`src/rtl/imcPkg.sv`:
```
package imcPkg;
  localparam int DATA_W  = 32;
  localparam int ADDR_W  = 16;
  localparam int EN_BIT  = 31;
  localparam int PROT_W  = 11;
  localparam int IDX_W   = 4;
  localparam int VEC_W   = 6;

  localparam logic [ADDR_W-1:0] PCI_MAP_LO  = 16'h0C00;
  localparam logic [ADDR_W-1:0] PCI_MAP_HI  = 16'h0C3F;
  localparam logic [ADDR_W-1:0] OBIO_MAP_LO = 16'h1000;
  localparam logic [ADDR_W-1:0] OBIO_MAP_HI = 16'h1080;
  localparam logic [ADDR_W-1:0] PCI_CLR_LO  = 16'h1400;
  localparam logic [ADDR_W-1:0] PCI_CLR_HI  = 16'h143F;
  localparam logic [ADDR_W-1:0] OBIO_CLR_LO = 16'h1800;
  localparam logic [ADDR_W-1:0] OBIO_CLR_HI = 16'h1860;
  localparam logic [ADDR_W-1:0] CTL_LO      = 16'h2000;
  localparam logic [ADDR_W-1:0] CTL_HI      = 16'h202F;
  localparam logic [VEC_W-1:0]  OBIO_VEC_BASE = 6'h20;

  typedef enum logic [1:0] {RD_ZERO, RD_PCI, RD_OBIO, RD_CTL} rdSrc_e;

  typedef struct packed {
    logic              pciMapWr;
    logic              obioMapWr;
    logic              ctlWr;
    logic              clrEn;
    logic              rdEn;
    rdSrc_e            rdSrc;
    logic [IDX_W-1:0]  mapIdx;
    logic [IDX_W-1:0]  ctlIdx;
    logic [VEC_W-1:0]  clrVec;
    logic [DATA_W-1:0] wdata;
  } imcStrobe_t;

  function automatic logic [DATA_W-1:0] pciMapInit(input int i);
    return DATA_W'(32'h0000_07C0 | (i << 2));
  endfunction

  function automatic logic [DATA_W-1:0] obioMapInit(input int i);
    return DATA_W'(32'h0000_07E0 + i);
  endfunction
endpackage

```
`src/rtl/imcCtrl.sv`:
```
module imcCtrl
  import imcPkg::*;
(
  input  logic              clk,
  input  logic              rstN,
  input  logic              reqValid,
  output logic              reqReady,
  input  logic              reqWrite,
  input  logic [ADDR_W-1:0] reqAddr,
  input  logic [DATA_W-1:0] reqWdata,
  output logic              rspValid,
  output imcStrobe_t        strb
);
  logic accept, hiWord;
  logic inPciMap, inObioMap, inPciClr, inObioClr, inCtl;

  assign reqReady = 1'b1;
  assign accept   = reqValid && reqReady;
  assign hiWord   = reqAddr[2];

  always_comb begin
    inPciMap  = (reqAddr >= PCI_MAP_LO)  && (reqAddr <= PCI_MAP_HI);
    inObioMap = (reqAddr >= OBIO_MAP_LO) && (reqAddr <= OBIO_MAP_HI);
    inPciClr  = (reqAddr >= PCI_CLR_LO)  && (reqAddr <= PCI_CLR_HI);
    inObioClr = (reqAddr >= OBIO_CLR_LO) && (reqAddr <= OBIO_CLR_HI);
    inCtl     = (reqAddr >= CTL_LO)      && (reqAddr <= CTL_HI);
  end

  always_comb begin
    strb           = '0;
    strb.wdata     = reqWdata;
    strb.mapIdx    = inPciMap ? {1'b0, reqAddr[5:3]} : reqAddr[6:3];
    strb.ctlIdx    = reqAddr[5:2];
    strb.clrVec    = inPciClr ? {3'b000, reqAddr[5:3]}
                              : (OBIO_VEC_BASE | {1'b0, reqAddr[7:3]});
    strb.pciMapWr  = accept && reqWrite && inPciMap && hiWord;
    strb.obioMapWr = accept && reqWrite && inObioMap && hiWord;
    strb.ctlWr     = accept && reqWrite && inCtl;
    strb.clrEn     = accept && reqWrite && hiWord && (inPciClr || inObioClr);
    strb.rdEn      = accept && !reqWrite;
    if (inPciMap && hiWord)       strb.rdSrc = RD_PCI;
    else if (inObioMap && hiWord) strb.rdSrc = RD_OBIO;
    else if (inCtl)               strb.rdSrc = RD_CTL;
    else                          strb.rdSrc = RD_ZERO;
  end

  always_ff @(posedge clk or negedge rstN) begin
    if (!rstN) rspValid <= 1'b0;
    else       rspValid <= strb.rdEn;
  end

  AST_ONE_ACTION: assert property (@(posedge clk) disable iff (!rstN)
    $onehot0({strb.pciMapWr, strb.obioMapWr, strb.ctlWr, strb.clrEn, strb.rdEn}));
endmodule

```
`src/rtl/imcData.sv`:
```
module imcData
  import imcPkg::*;
#(
  parameter int NUM_PCI_MAPS  = 8,
  parameter int LINES_PER_MAP = 4,
  parameter int NUM_OBIO      = 16,
  parameter int NUM_CTL       = 12
) (
  input  logic                   clk,
  input  logic                   rstN,
  input  imcStrobe_t             strb,
  input  logic [NUM_PCI_MAPS*LINES_PER_MAP+NUM_OBIO-1:0] irqIn,
  output logic [NUM_PCI_MAPS*LINES_PER_MAP+NUM_OBIO-1:0] vecOut,
  output logic [DATA_W-1:0]      rdData
);
  localparam int NUM_PCI_LINES = NUM_PCI_MAPS * LINES_PER_MAP;
  localparam int NUM_VEC       = NUM_PCI_LINES + NUM_OBIO;
  localparam int PCI_IDX_W     = $clog2(NUM_PCI_MAPS);
  localparam int OBIO_IDX_W    = $clog2(NUM_OBIO);
  localparam int NUM_MAPS      = NUM_PCI_MAPS + NUM_OBIO;

  logic [DATA_W-1:0] pciMap  [NUM_PCI_MAPS];
  logic [DATA_W-1:0] obioMap [NUM_OBIO];
  logic [DATA_W-1:0] ctlReg  [NUM_CTL];
  logic [NUM_VEC-1:0] enVec, prevIn, pend;
  logic [NUM_MAPS*PROT_W-1:0] protBits;

  // map registers: bits 10:0 only ever take the init code
  always_ff @(posedge clk or negedge rstN) begin
    if (!rstN) begin
      for (int i = 0; i < NUM_PCI_MAPS; i++) pciMap[i] <= pciMapInit(i);
      for (int j = 0; j < NUM_OBIO; j++)     obioMap[j] <= obioMapInit(j);
    end else begin
      if (strb.pciMapWr)
        pciMap[strb.mapIdx[PCI_IDX_W-1:0]] <=
          {strb.wdata[DATA_W-1:PROT_W], pciMap[strb.mapIdx[PCI_IDX_W-1:0]][PROT_W-1:0]};
      if (strb.obioMapWr)
        obioMap[strb.mapIdx[OBIO_IDX_W-1:0]] <=
          {strb.wdata[DATA_W-1:PROT_W], obioMap[strb.mapIdx[OBIO_IDX_W-1:0]][PROT_W-1:0]};
    end
  end

  always_ff @(posedge clk or negedge rstN) begin
    if (!rstN) begin
      for (int k = 0; k < NUM_CTL; k++) ctlReg[k] <= '0;
    end else if (strb.ctlWr) begin
      ctlReg[strb.ctlIdx] <= strb.wdata;
    end
  end

  // enable fan-out: one map bit per four PCI lines, one per on-board line
  for (genvar n = 0; n < NUM_VEC; n++) begin : g_en
    if (n < NUM_PCI_LINES) begin : g_pci
      assign enVec[n] = pciMap[n / LINES_PER_MAP][EN_BIT];
    end else begin : g_obio
      assign enVec[n] = obioMap[n - NUM_PCI_LINES][EN_BIT];
    end
  end

  // per-vector pending latch: set on an enabled rising edge, dropped on
  // line low, disable or a clear strobe
  always_ff @(posedge clk or negedge rstN) begin
    if (!rstN) begin
      prevIn <= '0;
      pend   <= '0;
    end else begin
      prevIn <= irqIn;
      for (int n = 0; n < NUM_VEC; n++) begin
        if (!enVec[n] || !irqIn[n])                     pend[n] <= 1'b0;
        else if (strb.clrEn && strb.clrVec == VEC_W'(n)) pend[n] <= 1'b0;
        else if (!prevIn[n])                            pend[n] <= 1'b1;
      end
    end
  end

  assign vecOut = pend;

  always_ff @(posedge clk or negedge rstN) begin
    if (!rstN) begin
      rdData <= '0;
    end else if (strb.rdEn) begin
      unique case (strb.rdSrc)
        RD_PCI:  rdData <= pciMap[strb.mapIdx[PCI_IDX_W-1:0]];
        RD_OBIO: rdData <= obioMap[strb.mapIdx[OBIO_IDX_W-1:0]];
        RD_CTL:  rdData <= ctlReg[strb.ctlIdx];
        default: rdData <= '0;
      endcase
    end else begin
      rdData <= '0;
    end
  end

  always_comb begin
    for (int i = 0; i < NUM_PCI_MAPS; i++)
      protBits[i*PROT_W +: PROT_W] = pciMap[i][PROT_W-1:0];
    for (int j = 0; j < NUM_OBIO; j++)
      protBits[(NUM_PCI_MAPS+j)*PROT_W +: PROT_W] = obioMap[j][PROT_W-1:0];
  end

  AST_PROT_STABLE: assert property (@(posedge clk) disable iff (!rstN)
    $stable(protBits));
  AST_DISABLED_LOW: assert property (@(posedge clk) disable iff (!rstN)
    (vecOut & ~$past(enVec)) == '0);
  AST_RISE_NEEDS_EDGE: assert property (@(posedge clk) disable iff (!rstN)
    ((vecOut & ~$past(vecOut)) & ~($past(irqIn) & ~$past(irqIn, 2))) == '0);
  AST_CLEAR_DROPS: assert property (@(posedge clk) disable iff (!rstN)
    strb.clrEn |=> (vecOut[$past(strb.clrVec)] == 1'b0));
  AST_READ_ZERO: assert property (@(posedge clk) disable iff (!rstN)
    (strb.rdEn && strb.rdSrc == RD_ZERO) |=> (rdData == '0));
endmodule

```
`src/rtl/intMapCtl.sv`:
```
module intMapCtl
  import imcPkg::*;
#(
  parameter int NUM_PCI_MAPS  = 8,
  parameter int LINES_PER_MAP = 4,
  parameter int NUM_OBIO      = 16,
  parameter int NUM_CTL       = 12,
  localparam int NUM_VEC      = NUM_PCI_MAPS * LINES_PER_MAP + NUM_OBIO
) (
  input  logic               clk,
  input  logic               rstN,
  input  logic               reqValid,
  output logic               reqReady,
  input  logic               reqWrite,
  input  logic [15:0]        reqAddr,
  input  logic [31:0]        reqWdata,
  output logic               rspValid,
  output logic [31:0]        rspRdata,
  input  logic [NUM_VEC-1:0] irqIn,
  output logic [NUM_VEC-1:0] vecOut
);
  imcStrobe_t strb;

  imcCtrl u_ctrl (
    .clk      (clk),
    .rstN     (rstN),
    .reqValid (reqValid),
    .reqReady (reqReady),
    .reqWrite (reqWrite),
    .reqAddr  (reqAddr),
    .reqWdata (reqWdata),
    .rspValid (rspValid),
    .strb     (strb)
  );

  imcData #(
    .NUM_PCI_MAPS  (NUM_PCI_MAPS),
    .LINES_PER_MAP (LINES_PER_MAP),
    .NUM_OBIO      (NUM_OBIO),
    .NUM_CTL       (NUM_CTL)
  ) u_data (
    .clk    (clk),
    .rstN   (rstN),
    .strb   (strb),
    .irqIn  (irqIn),
    .vecOut (vecOut),
    .rdData (rspRdata)
  );
endmodule

```
`config.mk`:
```
export PLATFORM = sky130hd
export DESIGN_NAME = intMapCtl
export DESIGN_NICKNAME = d
export VERILOG_FILES = /design/src/rtl/imcPkg.sv /design/src/rtl/imcCtrl.sv /design/src/rtl/imcData.sv /design/src/rtl/intMapCtl.sv
export SDC_FILE = /design/constraint.sdc
export NUM_CORES = 2
export LEC_CHECK = 0
export BUFFER_PORTS_ARGS = -buffer_cell sky130_fd_sc_hd__buf_4
export CORE_UTILIZATION = 30
export DETAILED_ROUTE_END_ITERATION = 10
export GPL_TIMING_DRIVEN = 0
export MAX_ROUTING_LAYER = met4
export PLACE_DENSITY = 0.5
export SLEW_MARGIN = 20
export SYNTH_ARGS = -nofsm -noshare
export SYNTH_HDL_FRONTEND = slang
export SYNTH_SLANG_ARGS = --single-unit
export TNS_END_PERCENT = 30
```
`constraint.sdc`:
```
create_clock -name clk -period 1.6 [get_ports clk]
set_input_delay 0.16 -clock clk [delete_from_list [all_inputs] [get_ports clk]]
set_output_delay 0.16 -clock clk [all_outputs]
set_load 0.02 [all_outputs]
```
==> impl_results.md <==
- FFs w/ async S/R, synth: 100%
- Setup TNS: -462.91 ns
- RSZ-0062 raised after global routing: true
- Max Slew Vio Count: 0
- Mapped Nets: 3693
- Chip Height: 428 um
- Global routing's busiest layer: met2
- Initial antenna violation count: 15
- Final Cycle Share: 149%
- M2 GR Usage: 31.9%
- DIE WIDTH: 428 um
- Pre-antenna DRT Iters: 5
- NumNets Final: 4296
- Clock skew: 0.0287 ns
- First-pass GRT wire length: 254 mm
- Die Area: 0.183 sq mm
- Largest net degree at the start of global routing: 142
- Final hold slack: -0.744 ns
- Post-layout min period: 2.39 ns
- MaxCap Viol Count: 0
- Pleak: 31.9 nW
- Syn. warnings: 0
- Core Area: 0.179 sq mm
- Outcome: finished, violations left
- Vias in the first global route: 35.1k
- Final Hold Fails: 339
- Mapped Area: 0.0544 sq mm
- Cells after synthesis: 3593
- CTS tree: done
- Dpl hpwl: 120 mm
- Remaining global-route overflow: 0
- Bufs on Longest Clock Path: 3
- I/O pin total: 182
- Critical Path AT: 3.07 ns
- Worst slew margin: 25.7%
- Crit path kind: in -> reg
- Final Setup Violations: 889
- Synthesized area per cell: 15.1 sq um
- Tot Pwr: 69.9 mW
- Clock Latency Late Sink: 0.81 ns
- Wire per inst: 26.5 um
- Crit. End Element: flip-flop
- Number of remaining DRC errors: 0
- Crit start category: input pin
- Final WL: 177 mm
- Worst Tran Pin Value: 1.11 ns
- Post-synth top area share: 50.6%
- Synth area leader: dfrtp_1
- Commonest cells post-synth: 1101 x dfrtp_1, 875 x mux2_2, 410 x clkbuf_1, 256 x mux4_2, 180 x dfstp_2
- Htree depth: 4
- Max FO, Critical Path: 5
- FP Rows: 155
- Top_reg_cell synth: dfrtp_1
- Clock Sinks: 1281
- IO Port Bufs: 178
- M1 GR Usage: 24.9%
- Antenna Violating Nets Remaining: 0
- Hold bufs inserted after CTS: 132
- Post-synth EDFFs: 0
- Met3 usage: 2.87%
- Register area share after synthesis: 59.3%
- Vias: 33.0k
- Final Wtd Congestion: 0.839
- Final WS setup: -0.790 ns
- Num CTS Buffers: 145
- Root Buffer: clkbuf_16
- Layout overhead on the synthesized area: 28.1%
- Failing checks: negative hold slack, negative setup slack
- Overall routing resource usage: 19.5%
- Clk slew on worst S/H paths: 0.06 ns
- Yosys cell types: 43
- Area contributors post-synth: dfrtp_1 51%, mux2_2 18%, mux4_2 11%
- Initial Util: 30.4%
- WP data required: 2.28 ns
- Min-Delay Path Class: in -> async
- Initial DRC count: 2437
- Max Clock Freq: 418 MHz
- Vias/cell: 4.95
- PD cells: 1000 mW/mm^2
- Reg2reg setup slack: -0.30 ns
- Number of synthesized register bits: 1281
- VDD IR max: 1.05 mV
- Share of post-route cells with drive strength above 1: 49.4%
- Most numerous cell in the Yosys netlist: dfrtp_1
cells by family (layout without fill, tap and decap cells):
group | count (synthesis) | after routing | synth area share [%]
multiplexers | 1240 | 1240 | 30.8
AND/OR/NAND/NOR | 213 | 213 | 2.19
flip-flops | 1281 | 1281 | 59.3
buffers and inverters | 597 | 1319 | 4.37
AO/OA/AOI/OAI | 261 | 261 | 3.33
other | 1 | 10 | 0.00689
worst max-delay path: stages:
cell and delay [ns]:
buf_6 0.09, or4_4 0.53, or3b_4 0.46, or4_4 0.55
buf_12 0.16, buf_12 0.12, nor4_4 0.26, buf_6 0.23
clkbuf_16 0.19, mux2_4 0.30
layout by cell type, fill, tap and decap left out, drive strengths merged, types with 3 or more instances in the layout:
cell	n
diode	9
clkinv	31
mux2	888
o22ai	32
nor2b	36
mux4	256
dlygate4sd3	132
mux2i	96
nand2b	9
inv	54
clkbuf	652
a21oi	74
nand3	4
clkdlybuf4s15	5
nor4	16
o211ai	20
nor2	14
or3	6
or2	3
a31oi	5
dfrtp	1101
a22oi	64
nand4	4
o32a	32
or4	4
a211oi	32
nand2	103
dfstp	180
bufinv	4
buf	437
nor3	9
final cells by class:
| type | instances | area (sq um) |
|---|---|---|
| Fill cell | 16761 | 110000 |
| Inverter | 49 | 184 |
| Antenna cell | 9 | 22.5 |
| Tap cell | 2355 | 2950 |
| Clock buffer | 225 | 4360 |
| Sequential cell | 1281 | 32300 |
| Buffer | 545 | 3160 |
| Timing Repair Buffer | 459 | 5020 |
| Multi-Input combinational cell | 1715 | 21200 |
| Clock inverter | 41 | 495 |
what timing repair did:
item,in CTS,in global routing
cloned,22,21
buffers inserted,62,31
pin swaps,18,7
gates resized for setup,505,217
endpoints found under the hold margin,617,333
endpoints found under the setup margin,1204,1408
per-stage QoR:
stage / cells / area (sq um) / setup WS [ns] / util [%]
4_1_cts: 6621 / 68300 / -0.720 / 38.1
2_1_floorplan: 3593 / 54500 / -1.21 / -
5_1_grt: 6677 / 69700 / -0.761 / 38.9
3_3_place_gp: 6126 / 58800 / -15.84 / 32.8
3_5_place_dp: 6141 / 59200 / -2.99 / 33.0
6_report: 6679 / 69700 / -0.790 / 38.9
power by group:
part,switching [mW],total (mW),leakage [nW],internal [mW]
Clock,14.3,33.8,2.39,19.6
Sequential,0.0246,32.5,17.1,32.5
Combinational,2.52,3.55,12.4,1.03
path summary, 6_finish.rpt:
check | startpoint | endpoint | cells after the start
worst max-delay path | reqAddr[14] | u_data.obioMap[82] | 10
worst min-delay path | rstN | u_data.prevIn[46] | 1
worst max register to register | u_data.enVec[12] | u_data.rdData[31] | 4
worst min register to register | u_data.prevIn[8] | u_data.vecOut[8] | 1
max in group asynchronous | rstN | u_data.obioMap[231] | 5
min in group clk | reqAddr[11] | u_data.obioMap[235] | 5
flip-flops by register name (all words and copies together), names as in the netlist:
signal,count
u_data.vecOut,48
u_data.prevIn,48
u_data.pciMap,248
u_data.ctlReg,384
u_data.enVec,24
u_data.obioMap,496
u_ctrl.rspValid,1
u_data.rdData,32
per-layer routing:
| metal | up-vias | wire, um | share of wire (%) |
|---|---|---|---|
| met5 | - | 0 | 0 |
| met4 | 0 | 6110 | 3.5 |
| met3 | 304 | 6460 | 3.6 |
| met2 | 777 | 88000 | 50 |
| met1 | 17937 | 76300 | 43 |
| li1 | 14031 | - | - |
No activity file was read; power rests on OpenSTA's default activity.
